[config.mk]
export PLATFORM = sky130hd
export DESIGN_NAME = fsel_top
export DESIGN_NICKNAME = d
export VERILOG_FILES = /design/src/rtl/fsel_pkg.sv /design/src/rtl/fsel_ctl.sv /design/src/rtl/fsel_dp.sv /design/src/rtl/fsel_top.sv
export SDC_FILE = /design/constraint.sdc
export NUM_CORES = 1
export LEC_CHECK = 0
export BUFFER_PORTS_ARGS = -buffer_cell sky130_fd_sc_hd__buf_2
export CORE_MARGIN = 5
export CORE_UTILIZATION = 44
export DETAILED_ROUTE_END_ITERATION = 7
export PLACE_DENSITY_LB_ADDON = 0.15
export SYNTH_ARGS = -nofsm -noshare
export SYNTH_HDL_FRONTEND = slang
export SYNTH_HIERARCHICAL = 1
export SYNTH_SLANG_ARGS = --single-unit
export TNS_END_PERCENT = 5
[constraint.sdc]
create_clock -name clk -period 2 [get_ports clk]
set_input_delay 0.4 -clock clk [delete_from_list [all_inputs] [get_ports clk]]
set_output_delay 0.4 -clock clk [all_outputs]
set_load 0.1 [all_outputs]
[src/rtl/fsel_pkg.sv]
package fsel_pkg;
  localparam int IdxW   = 6;
  localparam int HwIdxW = 5;
  localparam int NumEn  = 25;

  typedef struct packed {
    logic live;     // straps captured, outputs may run
    logic capture;  // sample strap pins this edge
    logic issue;    // load new index and raise request
  } ctrlStb_t;
endpackage

[src/rtl/fsel_ctl.sv]
module fsel_ctl
  import fsel_pkg::*;
#(
  parameter int PorCycles = 16
) (
  input  logic     clk,
  input  logic     porRstN,
  input  logic     idxDiffers,
  input  logic     idxAck,
  output ctrlStb_t stb,
  output logic     idxReq
);
  localparam int CntW = (PorCycles > 1) ? $clog2(PorCycles) : 1;
  localparam logic [CntW-1:0] LastCnt = CntW'(PorCycles - 1);

  logic [CntW-1:0] porCnt;
  logic captured;
  logic announced;

  always_comb begin
    stb.live    = captured;
    stb.capture = !captured && (porCnt == LastCnt);
    stb.issue   = captured && !idxReq && (!announced || idxDiffers);
  end

  always_ff @(posedge clk or negedge porRstN) begin
    if (!porRstN) begin
      porCnt    <= '0;
      captured  <= 1'b0;
      announced <= 1'b0;
      idxReq    <= 1'b0;
    end else begin
      if (!captured) begin
        if (stb.capture) captured <= 1'b1;
        else             porCnt   <= porCnt + 1'b1;
      end
      if (stb.issue) begin
        idxReq    <= 1'b1;
        announced <= 1'b1;
      end else if (idxReq && idxAck) begin
        idxReq <= 1'b0;
      end
    end
  end
endmodule

[src/rtl/fsel_dp.sv]
module fsel_dp
  import fsel_pkg::*;
(
  input  logic             clk,
  input  logic             porRstN,
  input  ctrlStb_t         stb,
  input  logic [HwIdxW-1:0] strapFs,
  input  logic             strapApic,
  input  logic             strapSio,
  input  logic [7:0]       cfgCtl,
  input  logic [7:0]       cfgSdram,
  input  logic [7:0]       cfgPci,
  input  logic [7:0]       cfgCore,
  input  logic [7:0]       cfgFsel,
  input  logic [7:0]       cfgSpread,
  input  logic             pwrDownN,
  output logic [IdxW-1:0]  freqIdx,
  output logic             idxDiffers,
  output logic             apicSel,
  output logic             sel24m,
  output logic             spreadEn,
  output logic             spreadWide,
  output logic [NumEn-1:0] enVec
);
  logic [HwIdxW-1:0] fsLat;
  logic [IdxW-1:0]   hwIdx, swIdx, selIdx;
  logic [NumEn-1:0]  rawEn, gateEn;
  logic              unusedCfg;

  assign unusedCfg = ^{cfgFsel[0], cfgSpread[6:2], cfgSpread[0],
                       cfgCtl[7], cfgCtl[5:3], cfgCore[7], cfgCore[4], cfgCore[0]};

  always_comb begin
    hwIdx      = {{(IdxW-HwIdxW){1'b0}}, fsLat};
    swIdx      = {cfgFsel[1], cfgFsel[2], cfgFsel[7:4]};
    selIdx     = cfgFsel[3] ? swIdx : hwIdx;
    idxDiffers = (selIdx != freqIdx);
    rawEn      = {cfgCtl[1], cfgCtl[2], cfgCtl[6],
                  cfgCore[5], cfgCore[6], cfgCore[3], cfgCore[2:1],
                  cfgPci, cfgCtl[0], cfgSdram};
  end

  for (genvar i = 0; i < NumEn; i++) begin : g_gate
    assign gateEn[i] = stb.live & pwrDownN & rawEn[i];
  end

  always_ff @(posedge clk or negedge porRstN) begin
    if (!porRstN) begin
      fsLat   <= '0;
      apicSel <= 1'b0;
      sel24m  <= 1'b0;
    end else if (stb.capture) begin
      fsLat   <= strapFs;
      apicSel <= strapApic;
      sel24m  <= strapSio;
    end
  end

  always_ff @(posedge clk or negedge porRstN) begin
    if (!porRstN) begin
      freqIdx    <= '0;
      enVec      <= '0;
      spreadEn   <= 1'b0;
      spreadWide <= 1'b0;
    end else begin
      if (stb.issue) freqIdx <= selIdx;
      enVec      <= gateEn;
      spreadEn   <= stb.live & cfgSpread[1];
      spreadWide <= cfgSpread[7];
    end
  end
endmodule

[src/rtl/fsel_top.sv]
module fsel_top
  import fsel_pkg::*;
#(
  parameter int PorCycles = 16
) (
  input  logic       clk,
  input  logic       porRstN,
  input  logic [4:0] strapFs,
  input  logic       strapApic,
  input  logic       strapSio,
  input  logic [7:0] cfgCtl,
  input  logic [7:0] cfgSdram,
  input  logic [7:0] cfgPci,
  input  logic [7:0] cfgCore,
  input  logic [7:0] cfgFsel,
  input  logic [7:0] cfgSpread,
  input  logic       pwrDownN,
  input  logic       idxAck,
  output logic [5:0] freqIdx,
  output logic       idxReq,
  output logic       apicSel,
  output logic       sel24m,
  output logic       spreadEn,
  output logic       spreadWide,
  output logic [8:0] sdramEn,
  output logic [7:0] pciEn,
  output logic [1:0] cpuEn,
  output logic       apicEn,
  output logic [1:0] ck66En,
  output logic       refEn,
  output logic       ck2448En,
  output logic       usb48En
);
  ctrlStb_t         stb;
  logic             idxDiffers;
  logic [NumEn-1:0] enVec;

  fsel_ctl #(.PorCycles(PorCycles)) u_ctl (
    .clk(clk), .porRstN(porRstN), .idxDiffers(idxDiffers),
    .idxAck(idxAck), .stb(stb), .idxReq(idxReq)
  );

  fsel_dp u_dp (
    .clk(clk), .porRstN(porRstN), .stb(stb),
    .strapFs(strapFs), .strapApic(strapApic), .strapSio(strapSio),
    .cfgCtl(cfgCtl), .cfgSdram(cfgSdram), .cfgPci(cfgPci),
    .cfgCore(cfgCore), .cfgFsel(cfgFsel), .cfgSpread(cfgSpread),
    .pwrDownN(pwrDownN), .freqIdx(freqIdx), .idxDiffers(idxDiffers),
    .apicSel(apicSel), .sel24m(sel24m), .spreadEn(spreadEn),
    .spreadWide(spreadWide), .enVec(enVec)
  );

  assign sdramEn  = enVec[8:0];
  assign pciEn    = enVec[16:9];
  assign cpuEn    = enVec[18:17];
  assign apicEn   = enVec[19];
  assign ck66En   = enVec[21:20];
  assign refEn    = enVec[22];
  assign ck2448En = enVec[23];
  assign usb48En  = enVec[24];
endmodule

==> metrics.log, run 1 <==
[metrics] number of placement rows: 23
[metrics] Least-Margin Pin Slew: 502.7 ps
[metrics] global route overflow: 0
[metrics] number of pins exceeding their max-slew limit in the final report: 0
[metrics] core occupancy in the finished layout: 0.5961
[metrics] Worst Slack Setup Final: 224.4 ps
[metrics] number of nets with antenna violations after routing: 0
[metrics] leading register cell type out of synthesis: dfrtp_1
[metrics] final weighted congestion in routability-driven placement: 0.7660
[metrics] Worst-path clk slew: 80 ps
[metrics] number of I/O pins: 95
[metrics] Max Cap Viol: 0
[metrics] critical path startpoint category: register
[metrics] cell taking the most area after synthesis: dfrtp_1
[metrics] worst voltage drop across the vdd grid: 0.5918 mV
[metrics] clock insertion delay at the later pin of the skew report: 280 ps
[metrics] share of final-layout standard cells stronger than drive strength 1: 0.4796
[metrics] number of library cell types mapped by synthesis: 27
[metrics] register bit count reported by yosys: 47
[metrics] storage element area: 1181 um^2
[metrics] Mapped Cells: 137
[metrics] cell family contributing the most delay on the critical path: simple AND/OR/NAND/NOR gates
[metrics] setup repair after global routing missed its margin: false
[metrics] crit-path cells: mux2i_2 > xnor2_1 > nor4_1 > nand2_1 > nor2b_1 > nor2_2 > nand3_1 > o21ai_0
[metrics] leakage dissipation: 1.241 nW
[metrics] initial standard-cell utilization of the core: 0.4534
[metrics] drt wl/cell: 13.93 um
[metrics] critical path depth: 8
[metrics] count of filler cells inserted in the layout: 359
[metrics] biggest cell delay along the critical path: 400 ps
[metrics] Final nets: 281
[metrics] share of flip-flops with an asynchronous set or reset: 1.000
[metrics] Area growth, synth to finish: 31.48%
[metrics] sequential cell area fraction in the yosys report: 0.6532
[metrics] pre-CTS worst setup slack: -127.9 ps
[metrics] vias in the first global route: 1418
[metrics] fraction of synthesized cell area taken by the top area cell type: 0.6532
[metrics] worst-case clock buffer depth: 2
[metrics] # clock sinks: 47
[metrics] cell at the slowest stage of the critical path: dfrtp_1
[metrics] headroom to the max-slew limit: 0.6672
[metrics] vias after detailed routing: 1292
[metrics] fin crit period: 1776 ps
[metrics] total of warnings raised by yosys: 6
[metrics] routed via count divided by cell count: 4.768
[metrics] outcome: finished, final reports clean
[metrics] number of optimization iterations in the first detailed-route pass: 4
[metrics] crit path capture type: register
[metrics] antenna violations before repair: 0
[metrics] highest net fanout along the worst path: 12
[metrics] arrival time of the worst setup path: 1920 ps
[metrics] core box area: 3971 um^2
[metrics] hold violation count in the final report: 0
[metrics] WL final: 3.774 mm
[metrics] global-route wire length before repair: 6.147 mm
[metrics] synth top area cells: dfrtp_1 (65%), and3_1 (8.7%), mux2_2 (4.4%)
[metrics] endpoint required time on the critical path: 2150 ps
[metrics] maximum number of pins on one net before global-route repair: 31
[metrics] HPWL Detailed: 3.005 mm
[metrics] TritonCTS Buffers: 5
[metrics] Tcrit/Tclk final: 0.8878
[metrics] Max Clock Skew: 2.300 ps
[metrics] Crit Path Class: reg2reg
[metrics] Avg Cell Area, Syn: 13.14 um^2
[metrics] Setup violations, final: 0
[metrics] highest clock frequency the design can meet: 0.5632 GHz
[metrics] number of enable-type register cells in the synthesized netlist: 0
[metrics] number of nets in the synthesized netlist: 197
[metrics] number of port buffers: 80
[metrics] synthesized cell area: 1800 um^2
[metrics] Die Outline Area: 5472 um^2
[metrics] count of routing violations after the opening detailed-route iteration: 34
[metrics] Clock Root Buffer: clkbuf_8
[metrics] Die Y-Extent: 73.97 um
[metrics] number of remaining DRC errors: 0
[metrics] areal power density over the cells: 1205 nW/um^2
[metrics] antenna diode count: 0
[metrics] Worst Reg2Reg Path Length in Cells: 8
[metrics] CTS tree: yes
[metrics] Buffers & Inverters on Critical Path: 0
[metrics] type of the most critical hold path: in2async
[metrics] die width: 73.97 um
[metrics] global-route total usage across every layer: 0.1472
[metrics] number of levels the H-tree was split into: 2
[metrics] area occupied by multi-input gates: 574.3 um^2
[metrics] Tot Pwr: 2.852 mW
-- kinds of logic after synthesis --
group | Yosys count | share of synthesized area
AOI/OAI and AO/OA | 10 | 0.03544
xor gates and xnor gates | 7 | 0.03405
adders and majority gates | 1 | 0.006948
buffers and inverters | 11 | 0.02919
DFF | 47 | 0.6532
muxes | 15 | 0.09243
and+or+nand+nor | 46 | 0.1487
-- path summary, 6_finish.rpt --
kind / start / endpoint / slack [ps]
hold / removal: porRstN / u_dp/freqIdx[5]$_DFFE_PN0P_ / 70
setup reg to reg: u_dp/fsLat[0]$_DFFE_PN0P_ / u_dp/freqIdx[5]$_DFFE_PN0P_ / 220
setup / recovery: u_dp/fsLat[0]$_DFFE_PN0P_ / u_dp/freqIdx[5]$_DFFE_PN0P_ / 220
hold reg to reg: u_ctl/announced$_DFFE_PN0P_ / u_ctl/announced$_DFFE_PN0P_ / 470
min in group clk: cfgSpread[7] / u_dp/spreadWide$_DFF_PN0_ / 220
max in group asynchronous: porRstN / u_dp/enVec[9]$_DFF_PN0_ / 1440
-- Yosys cell counts, types with 3 or more instances --
library cell and n:
mux2_1 3, and3_1 25, nand2b_1 4, a21oi_1 5, xnor2_1 4, nor2_1 7, mux2_2 7, mux2i_1 4
inv_1 3, nand3_1 3, xor2_1 3, dfrtp_1 47, clkbuf_1 6
-- where the power goes --
group / internal [mW] / total (mW) / switching [mW]
logic: 0.225 / 1.18 / 0.953
registers: 1.06 / 1.13 / 0.0716
clock network: 0.271 / 0.540 / 0.269
-- placed cells by master, fill, tap and decap left out --
cell / netlist / layout
buf_2: 0 / 80
dfrtp_1: 47 / 43
and3_1: 25 / 25
mux2_2: 7 / 7
clkbuf_8: 0 / 6
nor2_1: 7 / 6
a21oi_1: 5 / 5
buf_4: 1 / 4
nand2b_1: 4 / 4
xnor2_1: 4 / 4
mux2i_1: 4 / 4
dfrtp_2: 0 / 4
nand3_1: 3 / 3
inv_1: 3 / 3
mux2_1: 3 / 3
xor2_1: 3 / 3
nor2b_1: 2 / 2
o22ai_1: 2 / 2
clkinv_2: 0 / 1
buf_12: 0 / 1
nor2_2: 0 / 1
a31oi_2: 1 / 1
nand4b_1: 1 / 1
ha_1: 1 / 1
or2b_1: 1 / 1
o2bb2ai_1: 1 / 1
mux2i_2: 1 / 1
nor4_1: 1 / 1
nand2_1: 1 / 1
and2_1: 1 / 1
o21ai_0: 1 / 1
-- per-layer routing --
| layer | global-route usage | vias up | share of wire |
|---|---|---|---|
| li1 | - | 631 | - |
| met1 | 0.1653 | 609 | 0.37 |
| met2 | 0.2628 | 50 | 0.52 |
| met3 | 0.05270 | 2 | 0.10 |
| met4 | 0.04225 | 0 | 0.0072 |
| met5 | 0 | - | 0 |
-- cell type report --
type	instances	area share
Clock buffer	6	0.03488
Tap cell	50	0.02643
Inverter	3	0.004757
Timing Repair Buffer	85	0.1903
Clock inverter	1	0.002114
Sequential cell	47	0.4989
Multi-Input combinational cell	79	0.2426
-- registers in the layout, indices dropped and copies added, names as in the netlist --
name             cells
u_dp/enVec          25
u_dp/freqIdx         6
u_dp/fsLat           5
u_ctl/porCnt         4
u_ctl/announced      1
u_ctl/captured       1
u_ctl/idxReq         1
u_dp/apicSel         1
u_dp/sel24m          1
u_dp/spreadEn        1
u_dp/spreadWide      1
-- per-stage QoR --
step	std cells	area [um^2]	hold slack, ps	TNS [ps]
2_1_floorplan	137	1805	104.4	-1.248
3_3_place_gp	264	2277	379.6	-202.1
3_5_place_dp	264	2277	386.2	-630.1
4_1_cts	271	2365	79.05	0
5_1_grt	271	2367	96.01	0
6_report	271	2367	70.30	0
-- what timing repair did --
item | CTS | global route
buffers inserted | 0 | 0
setup endpoints to repair | 0 | 3
hold buffers | 0 | 0
hold endpoints to repair | 0 | 0
resized for setup | 0 | 1
Power figures use the tool's default switching activity.
==> run 2: changes to the inputs <==
--- a/config.mk
+++ b/config.mk
@@ -5,7 +5,7 @@
 export SDC_FILE = /design/constraint.sdc
 export NUM_CORES = 1
 export LEC_CHECK = 0
-export BUFFER_PORTS_ARGS = -buffer_cell sky130_fd_sc_hd__buf_2
+export BUFFER_PORTS_ARGS = -buffer_cell sky130_fd_sc_hd__clkbuf_2
 export CORE_MARGIN = 5
 export CORE_UTILIZATION = 44
 export DETAILED_ROUTE_END_ITERATION = 7
==> run 2 against run 1 <==
Setup slack worse by 28 ps. Sequential power about the same. Clock-buffer cell count unchanged.
==> metrics.log, run 2 (synthesis results as in run 1) <==
[metrics] outcome: finished, final reports clean (unchanged)
[metrics] number of port buffers: 80 (unchanged)
[metrics] crit-path cells: mux2i_2 > xnor2_1 > nor4_2 > nand2_1 > nor2b_1 > nor2_2 > nand3_1 > o21ai_0 (was mux2i_2 > xnor2_1 > nor4_1 > nand2_1 > nor2b_1 > nor2_2 > nand3_1 > o21ai_0)
[metrics] placed cells: 265 (was 264)
[metrics] number of levels the H-tree was split into: 2 (unchanged)
[metrics] Tot Pwr: 2.880 mW (was 2.852 mW)
[metrics] type of the most critical hold path: in2async (unchanged)
[metrics] count of routing violations after the opening detailed-route iteration: 26 (was 34)
[metrics] maximum number of pins on one net before global-route repair: 31 (unchanged)
[metrics] Least-Margin Pin Slew: 561.4 ps (was 502.7 ps)
[metrics] core occupancy in the finished layout: 0.5996 (was 0.5961)
[metrics] hold violation count in the final report: 0 (unchanged)
[metrics] count of filler cells inserted in the layout: 346 (was 359)
[metrics] final weighted congestion in routability-driven placement: 0.7560 (was 0.7660)
[metrics] Max Clock Skew: 2.559 ps (was 2.300 ps)
[metrics] # clock sinks: 47 (unchanged)
[metrics] max reg flops: 25 (unchanged)
[metrics] number of standard cells in the final layout excluding fillers: 272 (was 271)
[metrics] Crit Path Class: reg2reg (unchanged)
[metrics] share of final-layout standard cells stronger than drive strength 1: 0.4865 (was 0.4796)
[metrics] Area growth, synth to finish: 32.24% (was 31.48%)
[metrics] vias in the first global route: 1459 (was 1418)
[metrics] critical path startpoint category: register (unchanged)
[metrics] Worst-path clk slew: 80 ps (about the same)
[metrics] Die Y-Extent: 73.97 um (unchanged)
[metrics] placed standard-cell area: 2285 um^2 (was 2277 um^2)
[metrics] vias after detailed routing: 1321 (was 1292)
[metrics] die width: 73.97 um (unchanged)
[metrics] Non-Filler Cell Area, Final: 2381 um^2 (was 2367 um^2)
[metrics] register with the highest flop count: u_dp/enVec (unchanged)
[metrics] HPWL Detailed: 3.098 mm (was 3.005 mm)
[metrics] Tcrit/Tclk final: 0.9017 (was 0.8878)
[metrics] Setup violations, final: 0 (unchanged)
[metrics] highest net fanout along the worst path: 12 (unchanged)
[metrics] number of placement rows: 23 (unchanged)
[metrics] number of pins exceeding their max-slew limit in the final report: 0 (unchanged)
[metrics] crit path capture type: register (unchanged)
[metrics] antenna violations before repair: 0 (unchanged)
[metrics] fin crit period: 1803 ps (was 1776 ps)
[metrics] global-route wire length before repair: 6.354 mm (was 6.147 mm)
[metrics] setup repair after global routing missed its margin: false (unchanged)
[metrics] WL final: 3.848 mm (was 3.774 mm)
[metrics] routed via count divided by cell count: 4.857 (was 4.768)
[metrics] antenna diode count: 0 (unchanged)
[metrics] leading cell types in the layout, fill and taps excluded: clkbuf_2 (80), dfrtp_1 (43), and3_1 (25) (was buf_2 (80), dfrtp_1 (43), and3_1 (25))
[metrics] leading cell type in the layout, fill and taps excluded: clkbuf_2 (was buf_2)
[metrics] number of optimization iterations in the first detailed-route pass: 2 (was 4)
[metrics] Critical path origin: u_dp/fsLat[0]$_DFFE_PN0P_ (unchanged)
[metrics] Post-CTS Hold Fix Bufs: 0 (unchanged)
[metrics] endpoint required time on the critical path: 2150 ps (about the same)
[metrics] Worst Reg2Reg Path Length in Cells: 8 (unchanged)
[metrics] Final nets: 282 (was 281)
[metrics] registers with the most flip-flops: u_dp/enVec x25, u_dp/freqIdx x6, u_dp/fsLat x5 (unchanged)
[metrics] worst voltage drop across the vdd grid: 0.5892 mV (was 0.5918 mV)
[metrics] number of remaining DRC errors: 0 (unchanged)
[metrics] TritonCTS Buffers: 5 (unchanged)
[metrics] global-route total usage across every layer: 0.1521 (was 0.1472)
[metrics] aggregate negative setup slack: 0 ps (unchanged)
[metrics] highest clock frequency the design can meet: 0.5545 GHz (was 0.5632 GHz)
[metrics] worst-case clock buffer depth: 2 (unchanged)
[metrics] number of I/O pins: 95 (unchanged)
[metrics] Die Outline Area: 5472 um^2 (unchanged)
[metrics] Clock Root Buffer: clkbuf_8 (unchanged)
[metrics] global route overflow: 0 (unchanged)
[metrics] headroom to the max-slew limit: 0.6273 (was 0.6672)
[metrics] areal power density over the cells: 1210 nW/um^2 (was 1205 nW/um^2)
[metrics] arrival time of the worst setup path: 1960 ps (was 1920 ps)
[metrics] FF-to-FF Start: u_dp/fsLat[0]$_DFFE_PN0P_ (unchanged)
[metrics] Max Cap Viol: 0 (unchanged)
[metrics] CTS tree: yes (unchanged)
[metrics] core box area: 3971 um^2 (unchanged)
[metrics] drt wl/cell: 14.15 um (was 13.93 um)
[metrics] number of nets with antenna violations after routing: 0 (unchanged)
[metrics] leakage dissipation: 1.250 nW (was 1.241 nW)
[metrics] clock insertion delay at the later pin of the skew report: 280 ps (about the same)
[metrics] biggest cell delay along the critical path: 390 ps (was 400 ps)
[metrics] initial standard-cell utilization of the core: 0.4534 (unchanged)
[metrics] cell at the slowest stage of the critical path: dfrtp_1 (unchanged)
run 2: critical path, delay by kind of cell (launching register included):
family / cells / cell delay, ps
DFF: 1 / 390
and+or+nand+nor: 5 / 870
xor gates and xnor gates: 1 / 120
AOI/OAI and AO/OA: 1 / 80
muxes: 1 / 200
run 2: timing repair:
action	CTS	global route
setup buffers	0	0
setup endpoints to repair	0	6
resized for setup	0	2
run 2: worst paths after layout:
path                       slack (ps)                           to
max                               200  u_dp/freqIdx[5]$_DFFE_PN0P_
max reg2reg                       200  u_dp/freqIdx[5]$_DFFE_PN0P_
min in group clk                  220    u_dp/spreadWide$_DFF_PN0_
max in group asynchronous        1400  u_ctl/porCnt[3]$_DFFE_PN0P_
min reg2reg                       480  u_ctl/announced$_DFFE_PN0P_
min                                90  u_dp/freqIdx[1]$_DFFE_PN0P_
run 2: power by group:
group	switching [mW]	total (mW)	internal [mW]
clock network	0.276	0.547	0.271
registers	0.0784	1.14	1.06
logic	0.966	1.19	0.226
total	1.32	2.88	1.56
run 2: layout make-up:
type / instances / area, um^2 / area share
Tap cell: 50 / 62.56 / 0.02627
Inverter: 3 / 11.26 / 0.004729
Timing Repair Buffer: 86 / 457.9 / 0.1923
Multi-Input combinational cell: 79 / 580.6 / 0.2438
Clock buffer: 6 / 82.58 / 0.03468
Sequential cell: 47 / 1181 / 0.4961
Clock inverter: 1 / 5.005 / 0.002102
run 2: per-stage QoR:
stage | hold slack, ps | worst slack (ps)
finish | 85.79 | 196.6
global route | 111.7 | 2.598
CTS | 94.03 | 71.44
detailed placement | 407.0 | -188.8
global placement | 396.9 | -62.01
floorplan | 104.4 | -1.248
run 2: routing by layer:
| layer | GRT usage | part of all wire | wire (um) |
|---|---|---|---|
| met3 | 0.06216 | 0.096 | 368 |
| met5 | 0 | 0 | 0 |
| met2 | 0.2746 | 0.52 | 2014 |
| met1 | 0.1637 | 0.37 | 1433 |
| met4 | 0.04225 | 0.0081 | 31 |
